### src/rtl/obx_pkg.sv
package obx_pkg;
  localparam int WORD_W   = 32;
  localparam int TADDR_W  = 64;
  localparam int MB_LOG2  = 20;
  localparam int CTRL_ADR = 'h004;
  localparam int SIZE_ADR = 'h030;
  localparam int WIN_ADR  = 'h200;
  localparam int XEN_BIT  = 1;

  typedef struct packed {
    logic [WORD_W-1:0] hi;
    logic [WORD_W-1:0] lo;
  } win_t;
endpackage

### src/rtl/obx_regs.sv
module obx_regs
  import obx_pkg::*;
#(
  parameter int NUM_WIN = 32,
  parameter int RA_W    = 12
) (
  input  logic              clk,
  input  logic              rst_n,
  input  logic              wr,
  input  logic [RA_W-1:0]   addr,
  input  logic [WORD_W-1:0] wdata,
  output logic [WORD_W-1:0] rdata,
  output logic              xlate_on,
  output logic [2:0]        size_idx,
  output win_t              wins [NUM_WIN]
);
  localparam int WIN_END = WIN_ADR + 8 * NUM_WIN;
  localparam int IW      = $clog2(NUM_WIN);

  logic           in_win;
  logic [IW-1:0]  wsel;
  logic           whi;
  logic [RA_W-1:0] rel;

  assign in_win = (int'(addr) >= WIN_ADR) && (int'(addr) < WIN_END);
  assign rel    = addr - RA_W'(WIN_ADR);
  assign wsel   = rel[IW+2:3];
  assign whi    = rel[2];

  always_ff @(posedge clk or negedge rst_n) begin
    if (!rst_n) begin
      xlate_on <= 1'b0;
      size_idx <= '0;
    end else if (wr) begin
      if (int'(addr) == CTRL_ADR) xlate_on <= wdata[XEN_BIT];
      if (int'(addr) == SIZE_ADR) size_idx <= wdata[2:0];
    end
  end

  for (genvar n = 0; n < NUM_WIN; n++) begin : g_win
    always_ff @(posedge clk or negedge rst_n) begin
      if (!rst_n) begin
        wins[n] <= '0;
      end else if (wr && in_win && (int'(wsel) == n)) begin
        if (whi) wins[n].hi <= wdata;
        else     wins[n].lo <= wdata;
      end
    end
  end

  always_comb begin
    rdata = '0;
    if (int'(addr) == CTRL_ADR)      rdata[XEN_BIT] = xlate_on;
    else if (int'(addr) == SIZE_ADR) rdata[2:0] = size_idx;
    else if (in_win)                 rdata = whi ? wins[wsel].hi : wins[wsel].lo;
  end
endmodule

### src/rtl/obx_lookup.sv
module obx_lookup
  import obx_pkg::*;
#(
  parameter int NUM_WIN = 32,
  parameter int OFF_W   = 32
) (
  input  logic [OFF_W-1:0]   offset,
  input  logic [2:0]         size_idx,
  input  logic               xlate_on,
  input  win_t               wins [NUM_WIN],
  output logic               hit,
  output logic [TADDR_W-1:0] taddr
);
  localparam int IW = $clog2(NUM_WIN);

  logic [6:0]         shift;
  logic [OFF_W-1:0]   idx_full;
  logic [OFF_W-1:0]   rem;
  logic               in_range;
  win_t               sel;
  logic [TADDR_W-1:0] base;

  always_comb begin
    shift    = 7'(MB_LOG2) + 7'(size_idx);
    idx_full = offset >> shift;
    rem      = offset & ~({OFF_W{1'b1}} << shift);
    in_range = idx_full < OFF_W'(NUM_WIN);
    sel      = wins[idx_full[IW-1:0]];
    base     = {sel.hi, sel.lo[WORD_W-1:1], 1'b0};
    hit      = xlate_on && in_range && sel.lo[0];
    taddr    = base + TADDR_W'(rem);
  end
endmodule

### src/rtl/obx_xlate.sv
module obx_xlate
  import obx_pkg::*;
#(
  parameter int NUM_WIN = 32,
  parameter int OFF_W   = 32,
  parameter int RA_W    = 12
) (
  input  logic               clk,
  input  logic               rst_n,
  input  logic               cfg_wr,
  input  logic [RA_W-1:0]    cfg_addr,
  input  logic [31:0]        cfg_wdata,
  output logic [31:0]        cfg_rdata,
  input  logic               req_valid,
  output logic               req_ready,
  input  logic [OFF_W-1:0]   req_offset,
  output logic               resp_valid,
  input  logic               resp_ready,
  output logic               resp_miss,
  output logic [63:0]        resp_addr
);
  logic               xlate_on;
  logic [2:0]         size_idx;
  win_t               wins [NUM_WIN];
  logic               hit;
  logic [TADDR_W-1:0] taddr;
  logic               accept;

  obx_regs #(.NUM_WIN(NUM_WIN), .RA_W(RA_W)) u_regs (
    .clk(clk), .rst_n(rst_n), .wr(cfg_wr), .addr(cfg_addr),
    .wdata(cfg_wdata), .rdata(cfg_rdata), .xlate_on(xlate_on),
    .size_idx(size_idx), .wins(wins)
  );

  obx_lookup #(.NUM_WIN(NUM_WIN), .OFF_W(OFF_W)) u_look (
    .offset(req_offset), .size_idx(size_idx), .xlate_on(xlate_on),
    .wins(wins), .hit(hit), .taddr(taddr)
  );

  assign req_ready = !resp_valid || resp_ready;
  assign accept    = req_valid && req_ready;

  always_ff @(posedge clk or negedge rst_n) begin
    if (!rst_n) begin
      resp_valid <= 1'b0;
      resp_miss  <= 1'b0;
      resp_addr  <= '0;
    end else begin
      if (accept) begin
        resp_valid <= 1'b1;
        resp_miss  <= !hit;
        resp_addr  <= hit ? taddr : '0;
      end else if (resp_ready) begin
        resp_valid <= 1'b0;
      end
    end
  end

  AST_ONE_CYCLE: assert property (@(posedge clk) disable iff (!rst_n)
    accept |=> resp_valid);
  AST_STALL_HOLD: assert property (@(posedge clk) disable iff (!rst_n)
    resp_valid && !resp_ready |=> resp_valid && $stable(resp_addr) && $stable(resp_miss));
  AST_NO_TAKE_WHEN_FULL: assert property (@(posedge clk) disable iff (!rst_n)
    resp_valid && !resp_ready |-> !req_ready);
  AST_OFF_MISSES: assert property (@(posedge clk) disable iff (!rst_n)
    accept && !xlate_on |=> resp_miss && resp_addr == 64'd0);
endmodule

### config.mk
export PLATFORM = sky130hd
export DESIGN_NAME = obx_xlate
export DESIGN_NICKNAME = d
export VERILOG_FILES = /design/src/rtl/obx_pkg.sv /design/src/rtl/obx_regs.sv /design/src/rtl/obx_lookup.sv /design/src/rtl/obx_xlate.sv
export SDC_FILE = /design/constraint.sdc
export NUM_CORES = 2
export LEC_CHECK = 0
export BUFFER_PORTS_ARGS = -buffer_cell sky130_fd_sc_hd__buf_2
export CAP_MARGIN = 20
export CORE_UTILIZATION = 47
export CTS_BUF_LIST = sky130_fd_sc_hd__clkbuf_8
export CTS_CLUSTER_SIZE = 14
export DETAILED_ROUTE_END_ITERATION = 12
export PLACE_DENSITY = 0.63
export SETUP_SLACK_MARGIN = 0.4
export SKIP_LAST_GASP = 1
export SLEW_MARGIN = 20
export SYNTH_ARGS = -nofsm -noshare
export SYNTH_HDL_FRONTEND = slang
export SYNTH_SLANG_ARGS = --single-unit
### constraint.sdc
create_clock -name clk -period 7.1 [get_ports clk]
set_input_delay 1.775 -clock clk [delete_from_list [all_inputs] [get_ports clk]]
set_output_delay 1.775 -clock clk [all_outputs]
set_load 0.1 [all_outputs]
==> impl_results.md <==
- Vias in the first global route: 87.4k
- Fmax: about 150 MHz
- CTS Hold Bufs: 0
- Post-synthesis compound-gate area fraction: 4.12%
- Final wirelength: around 430000 µm
- H-Tree Depth: 5
- CP max stage cell: mux4_2
- Area grow syn2layout: 13.7%
- CTS Buf Count: 373
- Yosys cell types: 90
- Top_reg_cell synth: dfrtp_1
- Pwr per Cell Area: slightly above 200 mW/mm²
- Clock power share: ~43%
- Layout Utilization: approximately 54%
- Slowest stage delay, CP: 620 ps
- Layout Nets: 9650
- # IOs: 180
- Final period util: 94.7%
- Setup CP Type: in -> out
- Comb power frac: 10.3%
- Reg clk slew, reported paths: about 50 ps
- MaxCap Viol Count: 0
- Total gr overflow: 0
- R2R depth: 26
- Headroom to the max-slew limit: 6.11%
- CP arrival: between 4000 and 5000 ps
- Req. time, crit path: 5330 ps
- Critical path, cell by cell: buf_8 > buf_12 > buf_12 > mux4_2 > mux4_2 > mux4_2 > and2_1 > buf_2
- CORE AREA: 0.246 mm²
- Pins Over Slew Limit: 0
- Minimum clock period: between 6000 and 7000 ps
- Simple logic cell fraction of the synthesized area: 9.04%
- Fillers: 20.5k
- Yosys reg bits: roughly 2.1k
- Synthesized area: around 0.12 mm²
- Power, Total: 0.0267 W
- Most common cell after layout, fill and taps aside: dfrtp_1
- Worst-case vdd ir drop: 0.000232 V
- Initial Util: 47.3%
- Mux cell area share after synthesis: 37.1%
- Via count: 86.9k
- Placed wire-length estimate: around 260000 µm
- Die H: 500 µm
- Adder-cell area share of the yosys netlist: less than 1%
- Die width: approximately 500 µm
- LEAKAGE: 61.4 nW
- Post-route ant nets: 0
- Avg Synthesized Cell Area: roughly 13 µm²
- Die ar.: 0.250 mm²
- Switching portion of total power: 26.7%
- CTS tree: built
- Largest net degree at the start of global routing: 164
- Worst Setup End Kind: primary output
- Max FO, Critical Path: 37
- RSZ-0062 raised after global routing: true
- Seq/Total Area, Yosys: 45.5%
- Top cell by count, worst path: mux4_2
- Worst flop-to-flop path endpoint: resp_addr[61]$_DFFE_PN0P_
- Routed vias/inst: 6.62
- Reg power frac: 46.5%
- Worst Hold Launch: resp_addr[19]$_DFFE_PN0P_
- Internal power: 0.0196 W
- Share of layout cells above drive strength 1: 44.9%
- Largest family of logic cells by synthesized area: multiplexers
- Final hold violation count: 0
- XOR/XNOR share of the synthesized area: less than 1%
- Sw Pwr: 0.00711 W
- Worst-skew pair later-pin latency: 1140 ps
- Initial drt markers: 10.7k
- Global-route wire length before repair: 618000 µm
- Total global-route track usage: between 30% and 40%
- First-pass DRT Iterations: 8
- Final Wtd Congestion: 0.939
- R2R setup slack: between 500 and 600 ps
- Worst R2R Start: u_regs.size_idx[0]$_DFFE_PN0P_
- Longest Clk Path Bufs: 4
- Initial antenna violation count: 31
- Cell count after synthesis: approximately 9.2k
- Endpoint of the worst hold path: resp_addr[19]$_DFFE_PN0P_
- Worst hold stages: 2
- Number of flops mapped to enable cells by yosys: 0
- # setup viols final: 0
- Worst clock skew: 87.9 ps
- Root Driver: clkbuf_8
- Setup_tns: 0 ps
- Outcome: finished clean
- Rows: about 180
- HP Class: reg -> reg
- Commonest non-fill, non-tap cells in the layout: 2116 x dfrtp_1, 2061 x mux2_2, 1439 x nand2_1
- Worst Tran Pin Value: 1410 ps
- # DRC: 0
- Port Buffer Count: 179
- WL/cell: 32.6 µm
- Synth warnings: 0
- Clk sinks: 2118
- Critical Path Start Type: primary input
- Async S/R FF share, synth: 100%
==> metal layers <==
metal / wire length (µm) / share of wire [%] / global-route usage (%) / up-vias
met5: 165 / 0.039 / 0 / -
met4: 32000 / 7.5 / 22.1 / 28
met3: 43700 / 10 / 9.17 / 1358
met2: 192000 / 45 / 51.2 / 5022
met1: 160000 / 37 / 43.2 / 45518
li1: - / - / - / 34953
==> power by group through the flow <==
stage | clock network [W] | logic, W | registers [W]
after global routing | 0.0122 | 0.00288 | 0.0124
after global placement | 0 | 0.00264 | 0.0126
after detailed placement | 0 | 0.00268 | 0.0126
final | 0.0115 | 0.00273 | 0.0124
after floorplan | 0 | 0.00145 | 0.0126
after CTS | 0.0117 | 0.00269 | 0.0124
==> sequential cells by signal, indices dropped and copies added (netlist names) <==
signal	cells
resp_addr	64
u_regs.wins	2048
resp_valid	1
resp_miss	1
u_regs.xlate_on	1
u_regs.size_idx	3
==> through the flow <==
stage,instance area [µm²],setup slack [ps],instances,hold slack (ps)
5_1_grt,133000,352,13118,500
3_5_place_dp,125000,-626,12458,467
6_report,133000,376,13126,476
3_3_place_gp,125000,-609,12457,469
2_1_floorplan,117000,-483,9226,488
4_1_cts,132000,439,13103,479
==> how the worst max path moves through the flow <==
stage | startpoint | to | cells past startpoint
floorplan | req_offset[24] | resp_addr[55]$_DFFE_PN0P_ | 30
global placement | req_offset[24] | resp_addr[56]$_DFFE_PN0P_ | 21
detailed placement | req_offset[28] | resp_addr[56]$_DFFE_PN0P_ | 22
CTS | cfg_addr[3] | cfg_rdata[31] | 8
global route | u_regs.size_idx[0]$_DFFE_PN0P_ | resp_addr[58]$_DFFE_PN0P_ | 26
finish | cfg_addr[4] | cfg_rdata[6] | 8
==> logic make-up (layout without fill, tap and decap cells) <==
family / after synthesis / after routing
compound gates: 631 / 631
xor+xnor: 45 / 45
fa+ha+maj: 36 / 36
buf+inv: 961 / 1535
flops: 2118 / 2118
mux: 3040 / 3040
other cells: 1 / 17
simple gates: 2392 / 2392
==> cell usage after synthesis, drive strengths merged (58+ instances only) <==
| library cell | instances | share of area, % |
|---|---|---|
| mux2 | 2068 | 20 |
| mux2i | 161 | 1.4 |
| nand2 | 1476 | 4.8 |
| nor2 | 90 | 0.29 |
| clkbuf | 600 | 1.9 |
| buf | 351 | 1.6 |
| a31oi | 58 | 0.31 |
| and3 | 145 | 0.78 |
| nand3 | 480 | 2.1 |
| o21ai | 69 | 0.30 |
| a311oi | 147 | 1.1 |
| dfrtp | 2118 | 45 |
| mux4 | 811 | 16 |
==> cell type report <==
cell class              instances  area, µm²  share of cell area (%)
diodes                         14       35.0                  0.0264
clock buffers                 483       6650                    5.01
clock inverters               159        851                   0.642
inverters                      10       38.8                  0.0293
multi-input cells            6147      60100                    45.3
flip-flops and latches       2118      53000                    40.0
well taps                    3312       4140                    3.13
repair buffers                883       7780                    5.87
==> critical path, delay by kind of cell <==
family                 cells  cell delay (ps)
buffers and inverters      4             1270
multiplexers               3             1590
AND/OR/NAND/NOR            1              210
==> what timing repair did <==
| action | in CTS | in global routing |
|---|---|---|
| gates resized for setup | 4 | 14 |
| cloned | 0 | 2 |
| setup buffers | 3 | 6 |
| pin swaps | 0 | 6 |
| endpoints found under the setup margin | 25 | 17 |
(Power assumes the default switching activity.)
